`src/rtl/sysclk_pkg.sv`:
```
`timescale 1ns/1ps
package sysclk_pkg;
   typedef enum logic [1:0] {
      SRC_PLL  = 2'b00,
      SRC_IN16 = 2'b01,
      SRC_RAW  = 2'b10,
      SRC_ALT  = 2'b11
   } src_e;

   localparam logic [1:0] ADR_FLAG = 2'd0;
   localparam logic [1:0] ADR_CTRL = 2'd1;
   localparam logic [1:0] ADR_PLL  = 2'd2;
   localparam logic [1:0] ADR_PRE  = 2'd3;

   localparam logic [2:0] PLL_OFF_CODE = 3'b111;

   function automatic logic [4:0] mult_value(input logic [1:0] code);
      return 5'd12 + {1'b0, code, 2'b00};
   endfunction
endpackage

```
`src/rtl/sysclk_regs.sv`:
```
`timescale 1ns/1ps
module sysclk_regs
   import sysclk_pkg::*;
#(
   parameter int unsigned DATA_W = 16,
   parameter int unsigned PRE_W  = 2,
   parameter int unsigned N_DOM  = 3
) (
   input  logic                     clk,
   input  logic                     rst_n,
   input  logic                     sel_i,
   input  logic                     we_i,
   input  logic [1:0]               addr_i,
   input  logic [DATA_W-1:0]        wdata_i,
   output logic [DATA_W-1:0]        rdata_o,
   input  logic                     lock_ok_i,
   input  src_e                     act_src_i,
   output logic                     div2_o,
   output logic                     full_rate_o,
   output logic                     pll_pick_o,
   output logic                     alt_sel_o,
   output logic [2:0]               pll_div_o,
   output logic [1:0]               pll_mul_o,
   output logic                     fref_hi_o,
   output logic [N_DOM*PRE_W-1:0]   pre_o
);
   localparam int unsigned PRE_BITS = N_DOM * PRE_W;

   generate
      if (DATA_W < 8 || PRE_BITS > DATA_W) begin : g_bad_width
         $error("sysclk_regs: DATA_W too small for the register fields");
      end
   endgenerate

   logic wr;
   assign wr = sel_i & we_i;

   always_ff @(posedge clk) begin
      if (!rst_n) begin
         div2_o      <= 1'b0;
         full_rate_o <= 1'b0;
         pll_pick_o  <= 1'b0;
         alt_sel_o   <= 1'b0;
         pll_div_o   <= PLL_OFF_CODE;
         pll_mul_o   <= 2'b00;
         fref_hi_o   <= 1'b0;
         pre_o       <= '0;
      end else if (wr) begin
         unique case (addr_i)
            ADR_FLAG: begin
               div2_o      <= wdata_i[0];
               full_rate_o <= wdata_i[1];
               pll_pick_o  <= wdata_i[2];
            end
            ADR_CTRL: alt_sel_o <= wdata_i[2];
            ADR_PLL: begin
               pll_div_o <= wdata_i[2:0];
               pll_mul_o <= wdata_i[5:4];
               fref_hi_o <= wdata_i[7];
            end
            ADR_PRE: pre_o <= wdata_i[PRE_BITS-1:0];
            default: ;
         endcase
      end
   end

   always_comb begin
      rdata_o = '0;
      unique case (addr_i)
         ADR_FLAG: begin
            rdata_o[0]   = div2_o;
            rdata_o[1]   = full_rate_o;
            rdata_o[2]   = pll_pick_o;
            rdata_o[3]   = lock_ok_i;
            rdata_o[5:4] = act_src_i;
         end
         ADR_CTRL: rdata_o[2] = alt_sel_o;
         ADR_PLL: begin
            rdata_o[2:0] = pll_div_o;
            rdata_o[5:4] = pll_mul_o;
            rdata_o[7]   = fref_hi_o;
         end
         ADR_PRE: rdata_o[PRE_BITS-1:0] = pre_o;
         default: ;
      endcase
   end

   assert_ctrl_write_R2: assert property (@(posedge clk) disable iff (!rst_n)
      (wr && addr_i == ADR_CTRL) |=> (alt_sel_o == $past(wdata_i[2])));
endmodule

```
`src/rtl/sysclk_src_sel.sv`:
```
`timescale 1ns/1ps
module sysclk_src_sel
   import sysclk_pkg::*;
#(
   parameter int unsigned IN_DIV   = 16,
   parameter bit          HAS_DIV2 = 1'b1
) (
   input  logic       clk,
   input  logic       rst_n,
   input  logic       div2_i,
   input  logic       full_rate_i,
   input  logic       pll_pick_i,
   input  logic       alt_sel_i,
   input  logic [2:0] pll_div_i,
   input  logic       pll_locked_i,
   input  logic       in_ce_i,
   input  logic       pll_ce_i,
   input  logic       alt_ce_i,
   output logic       root_ce_o,
   output logic       lock_ok_o,
   output src_e       act_src_o
);
   localparam int unsigned CNT_W = $clog2(IN_DIV);

   generate
      if (IN_DIV < 2 || (IN_DIV & (IN_DIV - 1)) != 0) begin : g_bad_div
         $error("sysclk_src_sel: IN_DIV must be a power of two of at least 2");
      end
   endgenerate

   logic in_h;

   generate
      if (HAS_DIV2) begin : g_half
         logic half_q;
         always_ff @(posedge clk) begin
            if (!rst_n || !div2_i) half_q <= 1'b0;
            else if (in_ce_i)      half_q <= ~half_q;
         end
         assign in_h = in_ce_i & ~(div2_i & half_q);

         assert_half_gap_R6: assert property (@(posedge clk) disable iff (!rst_n)
            (div2_i && in_h) |=> (!in_h || !div2_i));
      end else begin : g_nohalf
         assign in_h = in_ce_i;
      end
   endgenerate

   logic [CNT_W-1:0] sub_q;
   logic             in16;

   always_ff @(posedge clk) begin
      if (!rst_n)    sub_q <= '0;
      else if (in_h) sub_q <= sub_q + 1'b1;
   end
   assign in16 = in_h & (sub_q == '1);

   assign lock_ok_o = pll_locked_i & (pll_div_i != PLL_OFF_CODE);

   src_e req;
   always_comb begin
      if (alt_sel_i)        req = SRC_ALT;
      else if (!full_rate_i) req = SRC_IN16;
      else if (pll_pick_i)  req = SRC_PLL;
      else                  req = SRC_RAW;
   end

   src_e act_q;
   always_ff @(posedge clk) begin
      if (!rst_n)                           act_q <= SRC_IN16;
      else if (req != SRC_PLL || lock_ok_o) act_q <= req;
   end
   assign act_src_o = act_q;

   always_comb begin
      unique case (act_q)
         SRC_PLL:  root_ce_o = pll_ce_i;
         SRC_IN16: root_ce_o = in16;
         SRC_RAW:  root_ce_o = in_h;
         SRC_ALT:  root_ce_o = alt_ce_i;
         default:  root_ce_o = 1'b0;
      endcase
   end

   assert_pll_needs_lock_R5: assert property (@(posedge clk) disable iff (!rst_n)
      (act_q == SRC_PLL && $past(act_q) != SRC_PLL) |-> $past(lock_ok_o));
   assert_alt_wins_R2: assert property (@(posedge clk) disable iff (!rst_n)
      alt_sel_i |=> (act_q == SRC_ALT));
   assert_in16_subset_R7: assert property (@(posedge clk) disable iff (!rst_n)
      in16 |-> in_h);
endmodule

```
`src/rtl/sysclk_prescaler.sv`:
```
`timescale 1ns/1ps
module sysclk_prescaler #(
   parameter int unsigned PRE_W = 2
) (
   input  logic             clk,
   input  logic             rst_n,
   input  logic             root_ce_i,
   input  logic [PRE_W-1:0] code_i,
   output logic             tick_o
);
   localparam int unsigned CNT_W = (1 << PRE_W) - 1;

   generate
      if (PRE_W < 1 || PRE_W > 3) begin : g_bad_pre
         $error("sysclk_prescaler: PRE_W must lie in 1..3");
      end
   endgenerate

   logic [PRE_W-1:0] cur_q;
   logic [CNT_W-1:0] cnt_q;
   logic [CNT_W-1:0] lim;
   logic             wrap;

   assign lim  = ~({CNT_W{1'b1}} << cur_q);
   assign wrap = (cnt_q == lim);

   always_ff @(posedge clk) begin
      if (!rst_n) begin
         cnt_q <= '0;
         cur_q <= '0;
      end else if (root_ce_i) begin
         if (wrap) begin
            cnt_q <= '0;
            cur_q <= code_i;
         end else begin
            cnt_q <= cnt_q + 1'b1;
         end
      end
   end

   assign tick_o = root_ce_i & wrap;

   assert_tick_on_root_R8: assert property (@(posedge clk) disable iff (!rst_n)
      tick_o |-> root_ce_i);
   assert_code_held_R9: assert property (@(posedge clk) disable iff (!rst_n)
      !tick_o |=> $stable(cur_q));
endmodule

```
`src/rtl/sysclk_src_ctrl.sv`:
```
`timescale 1ns/1ps
module sysclk_src_ctrl
   import sysclk_pkg::*;
#(
   parameter int unsigned DATA_W   = 16,
   parameter int unsigned PRE_W    = 2,
   parameter int unsigned IN_DIV   = 16,
   parameter bit          HAS_DIV2 = 1'b1
) (
   input  logic              clk,
   input  logic              rst_n,
   input  logic              bus_sel,
   input  logic              bus_we,
   input  logic [1:0]        bus_addr,
   input  logic [DATA_W-1:0] bus_wdata,
   output logic [DATA_W-1:0] bus_rdata,
   input  logic              in_ce,
   input  logic              pll_ce,
   input  logic              alt_ce,
   input  logic              pll_locked,
   output logic              root_ce,
   output logic              main_ce,
   output logic              per1_ce,
   output logic              per2_ce,
   output logic [1:0]        src_status,
   output logic              lock_flag,
   output logic [2:0]        pll_div_code,
   output logic [4:0]        pll_mult,
   output logic              pll_fref_hi,
   output logic              pll_off
);
   localparam int unsigned N_DOM = 3;

   logic                   div2, full_rate, pll_pick, alt_sel, lock_ok;
   logic [2:0]             pll_div;
   logic [1:0]             pll_mul;
   logic [N_DOM*PRE_W-1:0] pre;
   logic [N_DOM-1:0]       tick;
   src_e                   act_src;

   sysclk_regs #(.DATA_W(DATA_W), .PRE_W(PRE_W), .N_DOM(N_DOM)) u_regs (
      .clk(clk), .rst_n(rst_n), .sel_i(bus_sel), .we_i(bus_we),
      .addr_i(bus_addr), .wdata_i(bus_wdata), .rdata_o(bus_rdata),
      .lock_ok_i(lock_ok), .act_src_i(act_src),
      .div2_o(div2), .full_rate_o(full_rate), .pll_pick_o(pll_pick),
      .alt_sel_o(alt_sel), .pll_div_o(pll_div), .pll_mul_o(pll_mul),
      .fref_hi_o(pll_fref_hi), .pre_o(pre)
   );

   sysclk_src_sel #(.IN_DIV(IN_DIV), .HAS_DIV2(HAS_DIV2)) u_sel (
      .clk(clk), .rst_n(rst_n), .div2_i(div2), .full_rate_i(full_rate),
      .pll_pick_i(pll_pick), .alt_sel_i(alt_sel), .pll_div_i(pll_div),
      .pll_locked_i(pll_locked), .in_ce_i(in_ce), .pll_ce_i(pll_ce),
      .alt_ce_i(alt_ce), .root_ce_o(root_ce), .lock_ok_o(lock_ok),
      .act_src_o(act_src)
   );

   generate
      for (genvar d = 0; d < N_DOM; d++) begin : g_dom
         sysclk_prescaler #(.PRE_W(PRE_W)) u_pre (
            .clk(clk), .rst_n(rst_n), .root_ce_i(root_ce),
            .code_i(pre[d*PRE_W +: PRE_W]), .tick_o(tick[d])
         );
      end
   endgenerate

   assign main_ce      = tick[0];
   assign per1_ce      = tick[1];
   assign per2_ce      = tick[2];
   assign src_status   = act_src;
   assign lock_flag    = lock_ok;
   assign pll_div_code = pll_div;
   assign pll_mult     = mult_value(pll_mul);
   assign pll_off      = (pll_div == PLL_OFF_CODE);

   assert_off_blocks_lock_R4: assert property (@(posedge clk) disable iff (!rst_n)
      pll_off |-> !lock_flag);
   assert_status_known_R3: assert property (@(posedge clk) disable iff (!rst_n)
      !$isunknown(src_status));
endmodule

```
`config.mk`:
```
export PLATFORM = sky130hd
export DESIGN_NAME = sysclk_src_ctrl
export DESIGN_NICKNAME = d
export VERILOG_FILES = /design/src/rtl/sysclk_pkg.sv /design/src/rtl/sysclk_regs.sv /design/src/rtl/sysclk_src_sel.sv /design/src/rtl/sysclk_prescaler.sv /design/src/rtl/sysclk_src_ctrl.sv
export SDC_FILE = /design/constraint.sdc
export NUM_CORES = 1
export LEC_CHECK = 0
export BUFFER_PORTS_ARGS = -buffer_cell sky130_fd_sc_hd__buf_2
export CAP_MARGIN = 15
export CORE_MARGIN = 2
export CORE_UTILIZATION = 30
export CTS_CLUSTER_DIAMETER = 60
export DETAILED_ROUTE_END_ITERATION = 10
export PLACE_DENSITY = 0.5
export SETUP_SLACK_MARGIN = 0.4
export SLEW_MARGIN = 10
export SYNTH_ARGS = -nofsm -noshare
export SYNTH_HDL_FRONTEND = slang
export SYNTH_SLANG_ARGS = --single-unit
export TNS_END_PERCENT = 5
```
`constraint.sdc`:
```
create_clock -name clk -period 4.3 [get_ports clk]
set_input_delay 0.645 -clock clk [delete_from_list [all_inputs] [get_ports clk]]
set_output_delay 0.645 -clock clk [all_outputs]
set_load 0.005 [all_outputs]
```
### Yosys cells after proc, flatten, opt, wreduce, memory -nomap -nowiden

Cells that the tools add are included.
W data, S select, Z words.

* bits in registers: 38
* bits in latches: 0
* RAM bits: 0
* bits in read-only memories: 0
* bits of input ports: 26
* output and inout bits: 33
* word-level logic and storage cells: 76
* memories kept: 0

* add/subtract/negate cells: 5
* $mul: 0
* div/mod/pow operators: 0
* order comparisons: 0
* equality and inequality tests: 12
* shift operators: 3
* mux-type cells: 12
* bitwise operators: 13
* reduce and logical (&&, ||, !) cells: 14

Operator list (number)
* $reduce_and A2 Y1: 7
* $pmux W2 S3: 2
* $add A3 B1 Y3 const B: 3
* $eq A3 B3 Y1: 3
* $mux W3: 3
* $not A3 Y3: 3
* $shl A3 B2 Y3 const A: 3
* $and A1 B1 Y1: 8
* $eq A2 B2 Y1 const B: 4
* $pmux W1 S4: 2
* $mux W2: 3
* $add A4 B4 Y5 const A: 1
* $add A4 B1 Y4 const B: 1
* $eq A2 B1 Y1 const B: 2
* $eq A4 B4 Y1 const B: 1
* $logic_not A2 Y1: 2
* $eq A3 B3 Y1 const B: 1
* $ne A3 B3 Y1 const B: 1
* $logic_not A1 Y1: 2
* $logic_or A1 B1 Y1: 2
* $not A1 Y1: 2
* $pmux W1 S2: 1
* $reduce_bool A2 Y1: 1
* $mux W1: 1

### Longest topological paths before layout

* depth in word-level cells: 6
* mapped depth: 7
* depth with buffers taken out: 7

### Modules after synthesis

Synthesis repeated with hierarchy kept, for this count alone.

* cells, all modules: 266
* area, all modules: 2331.0 µm²

By module, submodules not included
* sysclk_prescaler: times used 3, cells each 39, area each 334.1 µm², seq. area each 100.1 µm²
* sysclk_regs: times used 1, cells each 100, area each 920.9 µm², seq. area each 320.3 µm²
* sysclk_src_sel: times used 1, cells each 40, area each 355.3 µm², seq. area each 140.1 µm²
* sysclk_src_ctrl: times used 1, cells each 9, area each 52.6 µm², seq. area each 0.0 µm²

### Worst setup path before layout

No wires, ideal clock.

* path kind: input-to-output
* start point: input port in_ce
* end point: output port main_ce
* arrival time: 1.504 ns
* required time: 3.655 ns
* setup slack: 2.151 ns
* cell stages on the path: 5
* buffers on the path: 1
* path through: a21boi_4 > nand3_1 > and2_4 > buf_6 > nor2_4

* longest elaborated chain between the ends: 4

RTL lines
* start: declaration: RTL line sysclk_src_ctrl.sv:17 `input logic in_ce,`
* $and A1 B1 Y1 *: RTL line sysclk_src_sel.sv:40 `assign in_h = in_ce_i & ~(div2_i & half_q);`
* $and A1 B1 Y1: RTL line sysclk_src_sel.sv:56 `assign in16 = in_h & (sub_q == '1);`
* $pmux W1 S4 *: RTL line sysclk_src_sel.sv:76 `unique case (act_q)`
* $and A1 B1 Y1 *: RTL line sysclk_prescaler.sv:41 `assign tick_o = root_ce_i & wrap;`
* end: declaration: RTL line sysclk_src_ctrl.sv:22 `output logic main_ce,`

Mark *: on every way between the ends. The rest lies on a longest branch, timed or not.

### Final worst setup path

* start point: input port in_ce
* end point: output port per2_ce

* longest elaborated chain between the ends: 4

RTL lines
* $and A1 B1 Y1 *: RTL line sysclk_src_sel.sv:40
* $and A1 B1 Y1: RTL line sysclk_src_sel.sv:56
* $pmux W1 S4 *: RTL line sysclk_src_sel.sv:76
* $and A1 B1 Y1 *: RTL line sysclk_prescaler.sv:41
* end: declaration: RTL line sysclk_src_ctrl.sv:24 `output logic per2_ce,`

Marked as above.

==> results.sh <==
export IMPL_finalWeightedCongestion=0.753
export IMPL_antenna_found_initial=0
export IMPL_synth_edff_count=0
export IMPL_die_x_um=87.4
export IMPL_crit_fanout=13
export IMPL_ios=59
export IMPL_dpl_hpwl_um=3360
export IMPL_setup_tns_ns=0
export IMPL_start_kind="input port"
export IMPL_finalCritPeriodShare_pct=58.4
export IMPL_synthTopCellsByArea="dfxtp_1 (36%), mux2i_1 (8.6%), ha_1 (6.6%)"
export IMPL_clk_pin_slew_ns=0.08
export IMPL_insertion_delay_ns=0.28
export IMPL_antennaDiodeCount=0
export IMPL_cts_sinks=38
export IMPL_worst_slew_pin_slew_ns=0.754
export IMPL_status="completed"
export IMPL_crit_type="input port to primary output"
export IMPL_grt_ovfl_total=0
export IMPL_syn_area_sq_um=2090
export IMPL_netlist_instances=237
export IMPL_final_nets=310
export IMPL_area_growth_pct=15.1
export IMPL_drc=0
export IMPL_fin_util_pct=35.5
export IMPL_vias=1684
export IMPL_setup_viol=0
export IMPL_arrival_ns=1.87
export IMPL_grtUsageMet1_pct=17.1
export IMPL_p_sw_mw=0.162
export IMPL_postRouteAntennaNets=0
export IMPL_internal_power_mw=0.559
export IMPL_h_tree_depth=2
export IMPL_core_sq_um=6760
export IMPL_top_usage_layer="met2"
export IMPL_routedWlPerCell_um=12.6
export IMPL_seq_area_frac_synth_pct=36.5
export IMPL_cts_made_buffers=5
export IMPL_clockPowerShare_pct=40.6
export IMPL_yosysTopAreaCell="dfxtp_1"
export IMPL_fillers=724
export IMPL_p_per_area_nw_per_um2=300
export IMPL_preCtsSetupSlack_ns=1.78
export IMPL_gr_usage_met3_pct=3.03
export IMPL_total_power_mw=0.721
export IMPL_yosysWarnings=0
export IMPL_rsz0062_at_grt="no"
export IMPL_finalMaxSlewViolations=0
export IMPL_setup_ws_ns=1.79
export IMPL_holdPathStages=2
export IMPL_finalCriticalPeriod_ns=2.51
export IMPL_hold_violations=0
export IMPL_num_rows=30
export IMPL_yosys_area_top_type_share_pct=36.5
export IMPL_ctsLongestPathBuffers=2
export IMPL_post_cts_resized=0
export IMPL_critPathCaptureType="primary output"
export IMPL_seqPwrFrac_pct=50.5
export IMPL_final_cells=354
export IMPL_initial_core_util_pct=30.9
export IMPL_holdCritPathClass="flop to flop"
export IMPL_synth_seq_cells=38
export IMPL_fin_skew_ns=0.00958
export IMPL_layout_common_cells="dfxtp_1 (38), buf_2 (38), nand2_1 (34)"
export IMPL_cts_setup_buffers=0
export IMPL_cp_required_ns=3.65
export IMPL_synth_cell_type_count=40
export IMPL_routed_wl_um=4480
export IMPL_dp_cells=346
export IMPL_cts_root_buf="clkbuf_8"
export IMPL_power_frac_comb_pct=8.9
export IMPL_maxCapViolations=0
export IMPL_p_sw_share_pct=22.5
export IMPL_irDropWorstVdd_mv=0.127
export IMPL_leakage_nw=1.08
export IMPL_grt_first_pass_wirelength_um=7620
export IMPL_r2r_cells=6
export IMPL_place_port_buffers=38
export IMPL_relSlewSlack_pct=49.7
export IMPL_avgViaCountPerCell=4.76
export IMPL_fmax_mhz=398
export IMPL_drt_iter0_drc=72
export IMPL_gr_usage_all_layers_pct=12.7
export IMPL_cts_tree="built"
export IMPL_die_h_um=87.4
export IMPL_final_layout_size_suffix_gt1_share_pct=18.6
export IMPL_async_flop_share_pct=0
export IMPL_grt_max_degree=47
export IMPL_firstDrtPassIters=4
export IMPL_use_met2_pct=19.8
export IMPL_synth_ff_type="dfxtp_1"
export IMPL_holdBufCountCts=0
export IMPL_grt_pass1_vias=1627
export IMPL_avgSynthCellArea_sq_um=8.80
export IMPL_die_area_sq_um=7640
## Yosys cell counts (all sizes together) (4+ instances only)
cell type,instances
a21boi,5
a222oi,5
and2,5
and3,7
buf,12
clkbuf,7
dfxtp,38
ha,11
inv,11
mux2i,19
nand2,34
nand3,14
nand4,4
nor2,16
nor2b,10
o211ai,4
## final timing paths
check                                                      from                              endpoint  slack [ns]
worst max-delay path                                      in_ce                               per2_ce        1.79
worst min-delay path              u_regs.fref_hi_o$_SDFFE_PN0P_         u_regs.fref_hi_o$_SDFFE_PN0P_        0.49
worst max register to register  u_sel.act_src_o[0]$_SDFFE_PN1P_  g_dom[1].u_pre.cnt_q[2]$_SDFFE_PN0P_        2.55
worst min register to register    u_regs.fref_hi_o$_SDFFE_PN0P_         u_regs.fref_hi_o$_SDFFE_PN0P_        0.49
## layout make-up
cell class                      count  area (sq um)  share of cell area [%]
Clock buffer                        7          76.3                    3.18
Clock inverter                      1          30.0                    1.25
Inverter                           11          41.3                    1.72
Multi-Input combinational cell    179          1200                    50.1
Sequential cell                    38           761                    31.7
Tap cell                           80           100                    4.17
Timing Repair Buffer               38           190                    7.92
## through the flow
stage	hold WS (ns)	instance area, sq um
5_1_grt	0.516	2400
4_1_cts	0.493	2400
6_report	0.485	2400
3_5_place_dp	0.482	2290
3_3_place_gp	0.479	2290
2_1_floorplan	0.450	2120
## power groups by stage
stage | sequential, mW | clock, mW | combinational, mW
floorplan | 0.371 | 0 | 0.0469
global placement | 0.372 | 0 | 0.0640
detailed placement | 0.372 | 0 | 0.0644
CTS | 0.364 | 0.304 | 0.0647
global route | 0.365 | 0.318 | 0.0732
finish | 0.364 | 0.293 | 0.0642
## logic make-up after synthesis
| group | Yosys count | share of synthesized area, % |
|---|---|---|
| simple gates | 105 | 25.9 |
| flops | 38 | 36.5 |
| buf+inv | 30 | 7.74 |
| compound gates | 28 | 11.7 |
| mux | 19 | 9.30 |
| fa+ha+maj | 11 | 6.60 |
| xor+xnor | 5 | 2.10 |
| other cells | 1 | 0.180 |
## sequential cells by signal, indices dropped and copies added, names as in the netlist
signal               cells
u_regs.pll_pick_o        1
u_regs.pre_o             6
u_regs.div2_o            1
u_regs.full_rate_o       1
g_dom.u_pre.cnt_q        9
u_regs.fref_hi_o         1
u_sel.g_half.half_q      1
g_dom.u_pre.cur_q        6
u_regs.pll_mul_o         2
u_regs.pll_div_o         3
u_sel.sub_q              4
u_regs.alt_sel_o         1
u_sel.act_src_o          2
## worst max-delay path: stages
cell	delay, ns
buf_2	0.10
a21boi_4	0.28
nand3_1	0.21
and2_4	0.25
nor2_2	0.22
buf_2	0.16
## routing by layer
| metal | wire length, um | part of all wire, % |
|---|---|---|
| met1 | 2270 | 51 |
| met2 | 1980 | 44 |
| met3 | 195 | 4.4 |
| met4 | 29 | 0.65 |
| met5 | 0 | 0 |
Power figures use the tool's default switching activity.
